[src/rtl/cxs_pkg.sv]
package cxs_pkg;
  typedef enum logic [1:0] {
    ST_OK      = 2'd0,
    ST_TIMEOUT = 2'd1,
    ST_SMALL   = 2'd2,
    ST_UNSUP   = 2'd3
  } xfer_status_e;

  typedef enum logic [1:0] {PH_SEND, PH_HDR, PH_BODY} burst_ph_e;

  localparam logic [11:0] REG_STS   = 12'h018;
  localparam logic [11:0] REG_BC_LO = 12'h019;
  localparam logic [11:0] REG_BC_HI = 12'h01A;
  localparam logic [11:0] REG_FIFO  = 12'h024;

  localparam logic [7:0] M_VALID  = 8'h80;
  localparam logic [7:0] M_READY  = 8'h40;
  localparam logic [7:0] M_GO     = 8'h20;
  localparam logic [7:0] M_DATA   = 8'h10;
  localparam logic [7:0] M_EXPECT = 8'h08;

  localparam int HDR_BYTES = 10;
endpackage

[src/rtl/cxs_poll_timer.sv]
module cxs_poll_timer #(
  parameter int POLL_US = 30,
  parameter int CNT_W   = 32
) (
  input  logic             clk_i,
  input  logic             rst_ni,
  input  logic             clr_i,
  input  logic             run_i,
  input  logic             tick_i,
  output logic             iv_done_o,
  output logic [CNT_W-1:0] elapsed_o
);
  localparam int IV_W = $clog2(POLL_US + 1);

  logic [IV_W-1:0] iv_q;

  always_ff @(posedge clk_i or negedge rst_ni) begin
    if (!rst_ni) begin
      iv_q      <= '0;
      iv_done_o <= 1'b0;
      elapsed_o <= '0;
    end else begin
      iv_done_o <= 1'b0;
      if (clr_i) begin
        iv_q      <= '0;
        elapsed_o <= '0;
      end else if (run_i && tick_i) begin
        elapsed_o <= elapsed_o + 1'b1;
        if (iv_q == IV_W'(POLL_US - 1)) begin
          iv_q      <= '0;
          iv_done_o <= 1'b1;
        end else begin
          iv_q <= iv_q + 1'b1;
        end
      end
    end
  end

  // an interval only completes after a counted tick
  p_iv_after_tick_r2: assert property (@(posedge clk_i) disable iff (!rst_ni)
    iv_done_o |-> $past(run_i && tick_i && !clr_i));
endmodule

[src/rtl/cxs_bus_port.sv]
module cxs_bus_port #(
  parameter int ADDR_W = 12
) (
  input  logic              clk_i,
  input  logic              rst_ni,
  input  logic              go_i,
  input  logic              we_i,
  input  logic [ADDR_W-1:0] addr_i,
  input  logic [7:0]        wdata_i,
  output logic              done_o,
  output logic [7:0]        rdata_o,
  output logic              bus_req_o,
  output logic              bus_we_o,
  output logic [ADDR_W-1:0] bus_addr_o,
  output logic [7:0]        bus_wdata_o,
  input  logic              bus_ack_i,
  input  logic [7:0]        bus_rdata_i
);
  always_ff @(posedge clk_i or negedge rst_ni) begin
    if (!rst_ni) begin
      bus_req_o   <= 1'b0;
      bus_we_o    <= 1'b0;
      bus_addr_o  <= '0;
      bus_wdata_o <= '0;
      done_o      <= 1'b0;
      rdata_o     <= '0;
    end else begin
      done_o <= 1'b0;
      if (go_i) begin
        bus_req_o   <= 1'b1;
        bus_we_o    <= we_i;
        bus_addr_o  <= addr_i;
        bus_wdata_o <= wdata_i;
      end else if (bus_req_o && bus_ack_i) begin
        bus_req_o <= 1'b0;
        rdata_o   <= bus_rdata_i;
        done_o    <= 1'b1;
      end
    end
  end

  // request fields hold until acknowledged
  p_req_hold_r4: assert property (@(posedge clk_i) disable iff (!rst_ni)
    (bus_req_o && !bus_ack_i) |=> (bus_req_o && $stable(bus_addr_o) &&
                                   $stable(bus_we_o) && $stable(bus_wdata_o)));
  // one access in flight at a time
  p_no_overlap_r10: assert property (@(posedge clk_i) disable iff (!rst_ni)
    go_i |-> (!bus_req_o && !done_o));
endmodule

[src/rtl/cxs_hdr_capture.sv]
module cxs_hdr_capture (
  input  logic        clk_i,
  input  logic        rst_ni,
  input  logic        wr_i,
  input  logic [3:0]  idx_i,
  input  logic [7:0]  byte_i,
  output logic [15:0] tag_o,
  output logic [31:0] size_o
);
  localparam int FIELD_BYTES = 6;

  logic [7:0] b_q [FIELD_BYTES];

  for (genvar g = 0; g < FIELD_BYTES; g++) begin : g_byte
    always_ff @(posedge clk_i or negedge rst_ni) begin
      if (!rst_ni)                          b_q[g] <= '0;
      else if (wr_i && idx_i == 4'(g))      b_q[g] <= byte_i;
    end
  end

  assign tag_o  = {b_q[0], b_q[1]};
  assign size_o = {b_q[2], b_q[3], b_q[4], b_q[5]};
endmodule

[src/rtl/cmd_xfer_seq.sv]
module cmd_xfer_seq
  import cxs_pkg::*;
#(
  parameter int          LEN_W         = 16,
  parameter int          ADDR_W        = 12,
  parameter int          CNT_W         = 32,
  parameter int          POLL_US       = 30,
  parameter int          TMO_READY_US  = 750000,
  parameter int          TMO_BURST_US  = 750000,
  parameter int          TMO_EXPECT_US = 750000,
  parameter int          TMO_DATA_US   = 2000000,
  parameter logic [15:0] RSP_TAG       = 16'h00C4
) (
  input  logic              clk_i,
  input  logic              rst_ni,
  input  logic              us_tick_i,
  input  logic              start_i,
  input  logic [LEN_W-1:0]  cmd_len_i,
  input  logic [LEN_W-1:0]  rsp_cap_i,
  output logic [LEN_W-1:0]  cmd_rd_addr_o,
  input  logic [7:0]        cmd_rd_data_i,
  output logic              rsp_wr_o,
  output logic [LEN_W-1:0]  rsp_wr_addr_o,
  output logic [7:0]        rsp_wr_data_o,
  output logic              bus_req_o,
  output logic              bus_we_o,
  output logic [ADDR_W-1:0] bus_addr_o,
  output logic [7:0]        bus_wdata_o,
  input  logic              bus_ack_i,
  input  logic [7:0]        bus_rdata_i,
  output logic              busy_o,
  output logic              done_o,
  output logic [1:0]        status_o,
  output logic [LEN_W-1:0]  rsp_len_o
);
  localparam logic [CNT_W-1:0] LIM_READY  = CNT_W'(TMO_READY_US);
  localparam logic [CNT_W-1:0] LIM_BURST  = CNT_W'(TMO_BURST_US);
  localparam logic [CNT_W-1:0] LIM_EXPECT = CNT_W'(TMO_EXPECT_US);
  localparam logic [CNT_W-1:0] LIM_DATA   = CNT_W'(TMO_DATA_US);
  localparam logic [LEN_W-1:0] HDR_LEN    = LEN_W'(HDR_BYTES);

  typedef enum logic [3:0] {
    S_IDLE, S_RDYW, S_CMD, S_PRD, S_PWAIT, S_BLO, S_BHI, S_BWAIT,
    S_SEND, S_GOW, S_HDR, S_CHK, S_BODY, S_FIN
  } st_e;

  st_e              state_q, poll_next_q;
  burst_ph_e        ph_q;
  xfer_status_e     status_q, poll_fail_q;
  logic [LEN_W-1:0] len_q, cap_q, idx_q, rsp_len_q;
  logic [15:0]      bc_q;
  logic [7:0]       bc_lo_q, poll_set_q, poll_clr_q;
  logic [CNT_W-1:0] poll_lim_q;
  logic             iss_q, tmr_clr_q, done_q;

  logic              acc_need, acc_go, acc_we, acc_done;
  logic [ADDR_W-1:0] acc_addr;
  logic [7:0]        acc_wd, acc_rdata;
  logic              iv_done;
  logic [CNT_W-1:0]  elapsed;
  logic [15:0]       hdr_tag, bc_val;
  logic [31:0]       hdr_size;
  logic              tmr_run, poll_hit;

  // access descriptor per state
  always_comb begin
    acc_need = 1'b0;
    acc_we   = 1'b0;
    acc_addr = ADDR_W'(REG_STS);
    acc_wd   = '0;
    unique case (state_q)
      S_RDYW, S_FIN: begin acc_need = 1'b1; acc_we = 1'b1; acc_wd = M_READY; end
      S_GOW:         begin acc_need = 1'b1; acc_we = 1'b1; acc_wd = M_GO; end
      S_PRD:         acc_need = 1'b1;
      S_BLO:         begin acc_need = 1'b1; acc_addr = ADDR_W'(REG_BC_LO); end
      S_BHI:         begin acc_need = 1'b1; acc_addr = ADDR_W'(REG_BC_HI); end
      S_SEND: begin
        acc_need = (bc_q != '0) && (idx_q != len_q);
        acc_we   = 1'b1;
        acc_addr = ADDR_W'(REG_FIFO);
        acc_wd   = cmd_rd_data_i;
      end
      S_HDR: begin
        acc_need = (bc_q != '0) && (idx_q != HDR_LEN);
        acc_addr = ADDR_W'(REG_FIFO);
      end
      S_BODY: begin
        acc_need = (bc_q != '0) && (32'(idx_q) != hdr_size);
        acc_addr = ADDR_W'(REG_FIFO);
      end
      default: ;
    endcase
  end

  assign acc_go   = acc_need && !iss_q;
  assign tmr_run  = (state_q == S_PWAIT || state_q == S_BWAIT) && !iv_done;
  assign bc_val   = {acc_rdata, bc_lo_q};
  assign poll_hit = ((acc_rdata & poll_set_q) == poll_set_q) && ((acc_rdata & poll_clr_q) == '0);

  cxs_bus_port #(.ADDR_W(ADDR_W)) u_bus (
    .clk_i, .rst_ni,
    .go_i(acc_go), .we_i(acc_we), .addr_i(acc_addr), .wdata_i(acc_wd),
    .done_o(acc_done), .rdata_o(acc_rdata),
    .bus_req_o, .bus_we_o, .bus_addr_o, .bus_wdata_o, .bus_ack_i, .bus_rdata_i
  );

  cxs_poll_timer #(.POLL_US(POLL_US), .CNT_W(CNT_W)) u_tmr (
    .clk_i, .rst_ni, .clr_i(tmr_clr_q), .run_i(tmr_run), .tick_i(us_tick_i),
    .iv_done_o(iv_done), .elapsed_o(elapsed)
  );

  cxs_hdr_capture u_hdr (
    .clk_i, .rst_ni,
    .wr_i(acc_done && state_q == S_HDR), .idx_i(idx_q[3:0]), .byte_i(acc_rdata),
    .tag_o(hdr_tag), .size_o(hdr_size)
  );

  always_ff @(posedge clk_i or negedge rst_ni) begin
    if (!rst_ni) begin
      state_q       <= S_IDLE;
      poll_next_q   <= S_IDLE;
      ph_q          <= PH_SEND;
      status_q      <= ST_OK;
      poll_fail_q   <= ST_OK;
      len_q         <= '0;
      cap_q         <= '0;
      idx_q         <= '0;
      rsp_len_q     <= '0;
      bc_q          <= '0;
      bc_lo_q       <= '0;
      poll_set_q    <= '0;
      poll_clr_q    <= '0;
      poll_lim_q    <= '0;
      iss_q         <= 1'b0;
      tmr_clr_q     <= 1'b0;
      done_q        <= 1'b0;
      rsp_wr_o      <= 1'b0;
      rsp_wr_addr_o <= '0;
      rsp_wr_data_o <= '0;
    end else begin
      done_q    <= 1'b0;
      tmr_clr_q <= 1'b0;
      rsp_wr_o  <= 1'b0;
      if (acc_go)        iss_q <= 1'b1;
      else if (acc_done) iss_q <= 1'b0;

      unique case (state_q)
        S_IDLE: if (start_i) begin
          len_q     <= cmd_len_i;
          cap_q     <= rsp_cap_i;
          idx_q     <= '0;
          bc_q      <= '0;
          status_q  <= ST_OK;
          rsp_len_q <= '0;
          state_q   <= S_RDYW;
        end
        S_RDYW: if (acc_done) begin
          poll_set_q  <= M_READY;
          poll_clr_q  <= '0;
          poll_lim_q  <= LIM_READY;
          poll_fail_q <= ST_TIMEOUT;
          poll_next_q <= S_CMD;
          tmr_clr_q   <= 1'b1;
          state_q     <= S_PRD;
        end
        S_CMD: begin
          tmr_clr_q <= 1'b1;
          if (idx_q == len_q) begin
            poll_set_q  <= M_VALID;
            poll_clr_q  <= M_EXPECT;
            poll_lim_q  <= LIM_EXPECT;
            poll_fail_q <= ST_SMALL;
            poll_next_q <= S_GOW;
            state_q     <= S_PRD;
          end else begin
            ph_q    <= PH_SEND;
            state_q <= S_BLO;
          end
        end
        S_PRD: if (acc_done) state_q <= poll_hit ? poll_next_q : S_PWAIT;
        S_PWAIT: if (iv_done) begin
          if (elapsed >= poll_lim_q) begin
            status_q <= poll_fail_q;
            state_q  <= S_FIN;
          end else begin
            state_q <= S_PRD;
          end
        end
        S_BLO: if (acc_done) begin
          bc_lo_q <= acc_rdata;
          state_q <= S_BHI;
        end
        S_BHI: if (acc_done) begin
          if (bc_val != '0) begin
            bc_q <= bc_val;
            unique case (ph_q)
              PH_SEND: state_q <= S_SEND;
              PH_HDR:  state_q <= S_HDR;
              default: state_q <= S_BODY;
            endcase
          end else begin
            state_q <= S_BWAIT;
          end
        end
        S_BWAIT: if (iv_done) begin
          if (elapsed >= LIM_BURST) begin
            status_q <= ST_TIMEOUT;
            state_q  <= S_FIN;
          end else begin
            state_q <= S_BLO;
          end
        end
        S_SEND: begin
          if (acc_done) begin
            idx_q <= idx_q + 1'b1;
            bc_q  <= bc_q - 1'b1;
          end else if (!iss_q && !acc_need) begin
            state_q <= S_CMD;
          end
        end
        S_GOW: if (acc_done) begin
          idx_q       <= '0;
          bc_q        <= '0;
          poll_set_q  <= M_VALID | M_DATA;
          poll_clr_q  <= '0;
          poll_lim_q  <= LIM_DATA;
          poll_fail_q <= ST_TIMEOUT;
          poll_next_q <= S_HDR;
          tmr_clr_q   <= 1'b1;
          state_q     <= S_PRD;
        end
        S_HDR, S_BODY: begin
          if (acc_done) begin
            rsp_wr_o      <= 1'b1;
            rsp_wr_addr_o <= idx_q;
            rsp_wr_data_o <= acc_rdata;
            idx_q         <= idx_q + 1'b1;
            bc_q          <= bc_q - 1'b1;
          end else if (!iss_q && !acc_need) begin
            if (state_q == S_HDR && idx_q == HDR_LEN) begin
              state_q <= S_CHK;
            end else if (state_q == S_BODY && 32'(idx_q) == hdr_size) begin
              rsp_len_q <= idx_q;
              state_q   <= S_FIN;
            end else begin
              ph_q      <= (state_q == S_HDR) ? PH_HDR : PH_BODY;
              tmr_clr_q <= 1'b1;
              state_q   <= S_BLO;
            end
          end
        end
        S_CHK: begin
          if (hdr_tag != RSP_TAG) begin
            status_q <= ST_UNSUP;
            state_q  <= S_FIN;
          end else if (hdr_size > 32'(cap_q)) begin
            status_q <= ST_SMALL;
            state_q  <= S_FIN;
          end else if (hdr_size <= 32'(idx_q)) begin
            rsp_len_q <= hdr_size[LEN_W-1:0];
            state_q   <= S_FIN;
          end else begin
            state_q <= S_BODY;
          end
        end
        S_FIN: if (acc_done) begin
          done_q  <= 1'b1;
          state_q <= S_IDLE;
        end
        default: state_q <= S_IDLE;
      endcase
    end
  end

  assign cmd_rd_addr_o = idx_q;
  assign busy_o        = (state_q != S_IDLE);
  assign done_o        = done_q;
  assign status_o      = status_q;
  assign rsp_len_o     = rsp_len_q;

  p_done_pulse_r11: assert property (@(posedge clk_i) disable iff (!rst_ni)
    done_o |=> !done_o);
  p_status_hold_r11: assert property (@(posedge clk_i) disable iff (!rst_ni)
    (!busy_o && !start_i) |=> ($stable(status_o) && $stable(rsp_len_o)));
  p_fifo_bound_r4: assert property (@(posedge clk_i) disable iff (!rst_ni)
    (bus_req_o && bus_we_o && bus_addr_o == ADDR_W'(REG_FIFO)) |-> (idx_q < len_q));
  p_body_tag_r7: assert property (@(posedge clk_i) disable iff (!rst_ni)
    (state_q == S_BODY) |-> (hdr_tag == RSP_TAG));
  p_body_cap_r8: assert property (@(posedge clk_i) disable iff (!rst_ni)
    (state_q == S_BODY) |-> (hdr_size <= 32'(cap_q)));
  p_fin_ready_r10: assert property (@(posedge clk_i) disable iff (!rst_ni)
    done_o |-> $past(bus_we_o && bus_addr_o == ADDR_W'(REG_STS) && bus_wdata_o == M_READY));
endmodule

[config.mk]
export PLATFORM = sky130hd
export DESIGN_NAME = cmd_xfer_seq
export DESIGN_NICKNAME = d
export VERILOG_FILES = /design/src/rtl/cxs_pkg.sv /design/src/rtl/cxs_poll_timer.sv /design/src/rtl/cxs_bus_port.sv /design/src/rtl/cxs_hdr_capture.sv /design/src/rtl/cmd_xfer_seq.sv
export SDC_FILE = /design/constraint.sdc
export NUM_CORES = 1
export LEC_CHECK = 0
export BUFFER_PORTS_ARGS = -buffer_cell sky130_fd_sc_hd__buf_2
export CORE_ASPECT_RATIO = 0.8
export CORE_MARGIN = 2
export CORE_UTILIZATION = 60
export CTS_BUF_LIST = sky130_fd_sc_hd__clkbuf_16
export DETAILED_ROUTE_END_ITERATION = 8
export GPL_TIMING_DRIVEN = 0
export PLACE_DENSITY = 0.81
export SLEW_MARGIN = 30
export SYNTH_ARGS = -nofsm -noshare
export SYNTH_HDL_FRONTEND = slang
export SYNTH_HIERARCHICAL = 1
export SYNTH_SLANG_ARGS = --single-unit
[constraint.sdc]
create_clock -name clk_i -period 7.6 [get_ports clk_i]
set_clock_uncertainty 0.15 [all_clocks]
set_input_delay 1.14 -clock clk_i [delete_from_list [all_inputs] [get_ports clk_i]]
set_output_delay 1.14 -clock clk_i [all_outputs]
set_load 0.02 [all_outputs]
Word level (Yosys, flattened, before mapping)
Index checks and enable logic that the tools add are counted.
{"block": "word_totals", "register_bits": 295, "in_bits": 53, "out_inout_bits": 83, "word_cells": 257}
{"block": "op_classes", "addsub": 4, "magnitude_cmp": 4, "n_eq_ne": 55, "muxes": 99, "bitwise_logic": 3, "n_reduce_logical": 57}
{"operator": "16-bit 2-to-1 mux", "n": 13}
{"operator": "32-bit 2-to-1 mux", "n": 5}
{"operator": "16-bit case mux with 3 select lines", "n": 2}
{"operator": "32-bit case mux with 3 select lines", "n": 1}
{"operator": "4-bit 2-to-1 mux", "n": 21}
{"operator": "16-bit case mux with 4 select lines", "n": 1}
{"operator": "4-bit case mux with 12 select lines", "n": 1}
{"operator": "8-bit case mux with 3 select lines", "n": 2}
{"operator": "8-bit 2-to-1 mux", "n": 5}
{"operator": "32-bit by 1-bit adder with 32-bit output (second input constant)", "n": 1}
{"operator": "16-bit by 32-bit == test with 1-bit output", "n": 1}
{"operator": "32-bit by 20-bit >= comparator with 1-bit output (second input constant)", "n": 1}
{"operator": "32-bit >= comparator", "n": 1}
{"operator": "32-bit by 16-bit > comparator with 1-bit output", "n": 1}
{"operator": "32-bit by 16-bit less-or-equal comparator with 1-bit output", "n": 1}
{"operator": "16-bit by 32-bit inequality test with 1-bit output", "n": 1}
{"operator": "16-bit nonzero test", "n": 2}
{"operator": "2-bit 2-to-1 mux", "n": 15}
{"operator": "2-bit inequality test (second input constant)", "n": 14}
{"operator": "4-bit by 3-bit == test with 1-bit output (second input constant)", "n": 6}
{"operator": "4-bit == test (second input constant)", "n": 6}
{"operator": "2-bit by 1-bit inequality test with 1-bit output (second input constant)", "n": 12}
{"operator": "1-bit 2-to-1 mux", "n": 20}
{"operator": "1-bit logical AND", "n": 18}
{"operator": "other kinds (45)", "n": 71}

Longest topological paths before layout
{"block": "logic_depth", "ltp_word": 8, "depth_mapped": 11, "mapped_depth_nobuf": 11}

By module
Netlist, hierarchy kept.
{"module": "cmd_xfer_seq", "n_inst": 1, "cells_each": 827, "area_per_inst_um2": 7920.1, "seq_area_each_um2": 3328.2}
{"module": "cxs_poll_timer", "n_inst": 1, "cells_each": 224, "area_per_inst_um2": 2074.5, "seq_area_each_um2": 950.9}
{"module": "cxs_hdr_capture", "n_inst": 1, "cells_each": 107, "area_per_inst_um2": 1891.8, "seq_area_each_um2": 1201.2}
{"module": "cxs_bus_port", "n_inst": 1, "cells_each": 66, "area_per_inst_um2": 1152.4, "seq_area_each_um2": 775.7}

Worst setup path after synthesis
Ideal clock, no wire load.
{"block": "synth_path", "path_kind": "register -> register", "start": "reg state_q[1]", "end": "reg u_tmr.elapsed_o[28]", "setup_time_ps": 78, "t_arrival_ps": 2882, "t_required_ps": 7372, "slack_ps": 4490, "path_stages_with_launch": 10, "n_path_buf": 3, "synth_period_minus_slack_ps": 3110, "cell_sequence": "dfrtp_1 > buf_4 > buf_2 > buf_1 > nor2_1 > nor4_1 > a21oi_1 > or4_2 > or4_1 > a21oi_1"}
{"block": "synth_via", "elab_chain_len": 5, "elab_cells_between_ends": 6, "classes_between": "eq/ne (2); reduce/logical (4)"}
{"item": "from (decl)", "line": "cmd_xfer_seq.sv:47", "rtl": "st_e state_q, poll_next_q;"}
{"item": "from (signal assigned)", "line": "cmd_xfer_seq.sv:180", "rtl": "S_PRD: if (acc_done) state_q <= poll_hit ? poll_next_q : S_PWAIT;"}
{"item": "4-bit by 3-bit == test with 1-bit output", "line": "cmd_xfer_seq.sv:96", "rtl": "assign tmr_run = (state_q == S_PWAIT || state_q == S_BWAIT) && !iv_done;"}
{"item": "1-bit logical OR (*)", "line": "cmd_xfer_seq.sv:96"}
{"item": "1-bit logical AND (*)", "line": "cmd_xfer_seq.sv:96"}
{"item": "via tmr_run", "line": "cmd_xfer_seq.sv:63", "rtl": "logic tmr_run, poll_hit;"}
{"item": "1-bit logical AND (*)", "line": "cxs_poll_timer.sv:27", "rtl": "end else if (run_i && tick_i) begin"}
{"item": "2-bit nonzero test (no source line) (*)"}
{"item": "to (signal assigned)", "line": "cxs_poll_timer.sv:28", "rtl": "elapsed_o <= elapsed_o + 1'b1;"}
{"item": "to (decl)", "line": "cxs_poll_timer.sv:11", "rtl": "output logic [CNT_W-1:0] elapsed_o"}
The timed path passes the listed nets; every way through them passes the cells marked *.
A chain may end at the register's enable or synchronous reset.

Worst setup path in the final report
{"block": "layout_path", "start": "reg state_q[1]", "end": "reg u_tmr.elapsed_o[26]"}
Same word-level chain as after synthesis.

==> flow_summary.ini <==
[status]
status = completed

[power]
p_per_area_nw_per_um2 = 316.6
leakage_uw = 0.007311
ir_drop_v = 0.0003588

[setup_path]
end_kind = flip-flop
critPathKind = flip-flop to flip-flop
critPathLaunchType = flip-flop
path_max_fanout = 10
arrival_ps = 4040
worstPathRequired_ps = 7900

[clocking]
ctsResizeCount = 0
clk_latency_ps = 530
cts_tree = built
htree_levels = 1
cts_made_buffers = 26
cts.sinks = 250
clk_transition_reported_paths_ps = 60
cts_root_buf = clkbuf_16
cts_buffer_depth = 3
cts_setup_buffers = 0
hold_buffers = 0

[sta]
setup_viol = 0
maxSlewViolCount = 0
tightest_slew_ps = 741.5
finalHoldViolations = 0
clock.fmax_mhz = 267.4
finalSetupTns_ps = 0
setup_ws_ps = 3860
slew_headroom_pct = 49.29
layout_min_cycle_time_ps = 3740
rsz0062_at_grt = no
period_share_pct = 49.21

[global_route]
first_global_vias = 10740
grt_pass1_wl_mm = 56.01
grt_usage_pct = 30.64
grt_max_degree = 75
antenna_found_initial = 0
grt.overflow.total = 0

[logic_synthesis]
ys_ff_latch = 250
synth-seq-area-share_pct = 47.98
synth-main-ff-cell = dfrtp_1
syn_area_um2 = 13040
syn_inst = 1224
synth-edff-count = 0
avgSynthCellArea_um2 = 10.65
ys_types = 85
ys.warnings.count = 6
async_flop_share_pct = 100.0

[placement]
gp_congestion = 0.9254
hpwlAfterDp_mm = 24.92
dp_slack_ps = 3651
dp.cells = 1642
dpl_cell_area_um2 = 14170
io_buffers = 135

[final_layout]
final_cell_mix = dfrtp_1, buf_2, mux2_2
fin_cells = 1688
drive_gt1_share_pct = 25.97
layout_commonest_cell = dfrtp_1
finalNetCount = 1500
diodes = 0
fill_cells = 1601
syn2layout_area_growth_pct = 15.41
fin_area_um2 = 15050

[run]
maxCapViolations = 0

[floorplanning]
fp-row-count = 48
initial_core_util_pct = 60.81
dieHeight_um = 135.9
die-area_um2 = 22930
fp.dieW_um = 168.8
core_region_area_um2 = 21440
ios = 136

[worst_hold_path]
hold_class = flip-flop to flip-flop

[route]
vias = 10740
routed_wl_mm = 34.80
vias_per_cell = 6.365
drc_errors = 0
wl_per_cell_um = 20.62
ant_nets = 0
dr.first_iter.drc_count = 979
firstDrtPassIters = 5
-- worst paths after layout --
| check | from | endpoint | slack (ps) | cells after the start |
|---|---|---|---|---|
| worst max-delay path | state_q[1] | u_tmr/elapsed_o[26] | 3860 | 11 |
| worst min register to register | rsp_wr_addr_o[10] | rsp_wr_addr_o[10] | 330 | 2 |
| worst max register to register | state_q[1] | u_tmr/elapsed_o[26] | 3860 | 11 |
| worst min-delay path | rsp_wr_addr_o[10] | rsp_wr_addr_o[10] | 330 | 2 |
| max in group asynchronous | rst_ni | u_bus/bus_addr_o[9] | 5570 | 4 |
| min in group asynchronous | rst_ni | rsp_wr_addr_o[10] | 350 | 1 |
-- sequential cells by signal, indices dropped and copies added, names as in the netlist, 12 cells and up --
register / count
bc_q: 16
rsp_len_o: 16
u_hdr/size_o: 32
u_tmr/elapsed_o: 32
u_bus/bus_addr_o: 12
u_hdr/tag_o: 16
rsp_wr_addr_o: 16
cap_q: 16
len_q: 16
cmd_rd_addr_o: 16
-- cells in the mapped netlist (4+ instances only) --
master | count | area, um^2
a31oi_1 | 6 | 37.54
clkbuf_1 | 29 | 108.9
and2_1 | 5 | 31.28
buf_1 | 6 | 22.52
o21ai_0 | 80 | 400.4
o31ai_1 | 13 | 97.59
nand2b_1 | 12 | 75.07
ha_1 | 52 | 650.6
mux2_2 | 138 | 1554
or3_1 | 10 | 62.56
and4_1 | 5 | 43.79
nor2b_1 | 12 | 75.07
inv_1 | 58 | 217.7
mux2_4 | 8 | 120.1
a211oi_1 | 4 | 30.03
nor4_1 | 26 | 162.7
xnor2_1 | 17 | 148.9
a221oi_1 | 4 | 35.03
nand3_1 | 35 | 175.2
nand4_1 | 26 | 162.7
o22ai_1 | 10 | 62.56
and3_1 | 13 | 81.33
a22o_1 | 17 | 148.9
xor2_1 | 9 | 78.83
buf_4 | 4 | 30.03
or4_1 | 20 | 150.1
a21o_1 | 10 | 75.07
nand3b_1 | 4 | 30.03
dfrtp_1 | 250 | 6256
nor2_1 | 85 | 319.1
a22oi_1 | 8 | 60.06
nand2_1 | 70 | 262.8
buf_2 | 8 | 40.04
nor3_1 | 21 | 105.1
a21oi_1 | 71 | 355.3
a32oi_1 | 6 | 52.55
-- stage by stage --
| stage | total power [uW] | hold slack, ps | util [%] |
|---|---|---|---|
| after floorplan | 2903 | 298.9 | - |
| after global placement | 3372 | 310.1 | 65.66 |
| after detailed placement | 3437 | 316.4 | 66.09 |
| after CTS | 4754 | 331.2 | 70.13 |
| after global routing | 5017 | 351.0 | 70.19 |
| final | 4764 | 331.7 | 70.19 |
-- worst max-delay path: stages, from the launching register on --
cell      delay, ps
dfrtp_1         330
buf_4           180
buf_2           250
buf_1           400
nor2_1          160
nor4_2          550
and4_1          270
clkbuf_1        260
nand2_1         150
clkbuf_1        240
or4_1           540
a21oi_1         150
-- logic make-up (layout without fill, tap and decap cells) --
family                   Yosys count  count (layout)  share of synthesized area (%)
buffers and inverters            110             294                          3.531
AO/OA/AOI/OAI                    258             258                          12.45
XOR/XNOR                          26              26                          1.746
multiplexers                     151             151                          13.24
flip-flops                       250             250                          47.98
other                              1               6                        0.02876
adder cells (fa/ha/maj)           52              52                          4.990
AND/OR/NAND/NOR                  376             376                          16.04
-- routing by layer --
metal | GRT usage [%] | part of all wire (%) | up-vias
met3 | 6.376 | 9.2 | 87
met2 | 47.29 | 44 | 520
met4 | 8.669 | 2.5 | 0
met1 | 44.28 | 44 | 5277
met5 | 0 | 0 | -
li1 | - | - | 4860
-- report_power, final --
group,total (uW),switching [uW],internal (uW)
logic,1550,925,628
registers,1900,305,1600
clock network,1310,534,775
-- area by class of cell --
cell class	instances	area (um^2)	area share (%)
multi-input cells	869	6354	42.22
flip-flops and latches	250	6256	41.57
repair buffers	138	768.2	5.105
clock buffers	27	675.6	4.490
well taps	275	344.1	2.287
plain buffers	50	235.2	1.563
inverters	60	225.2	1.497
clock inverters	19	190.2	1.264
Note: power is estimated with default switching activity, not from simulation.
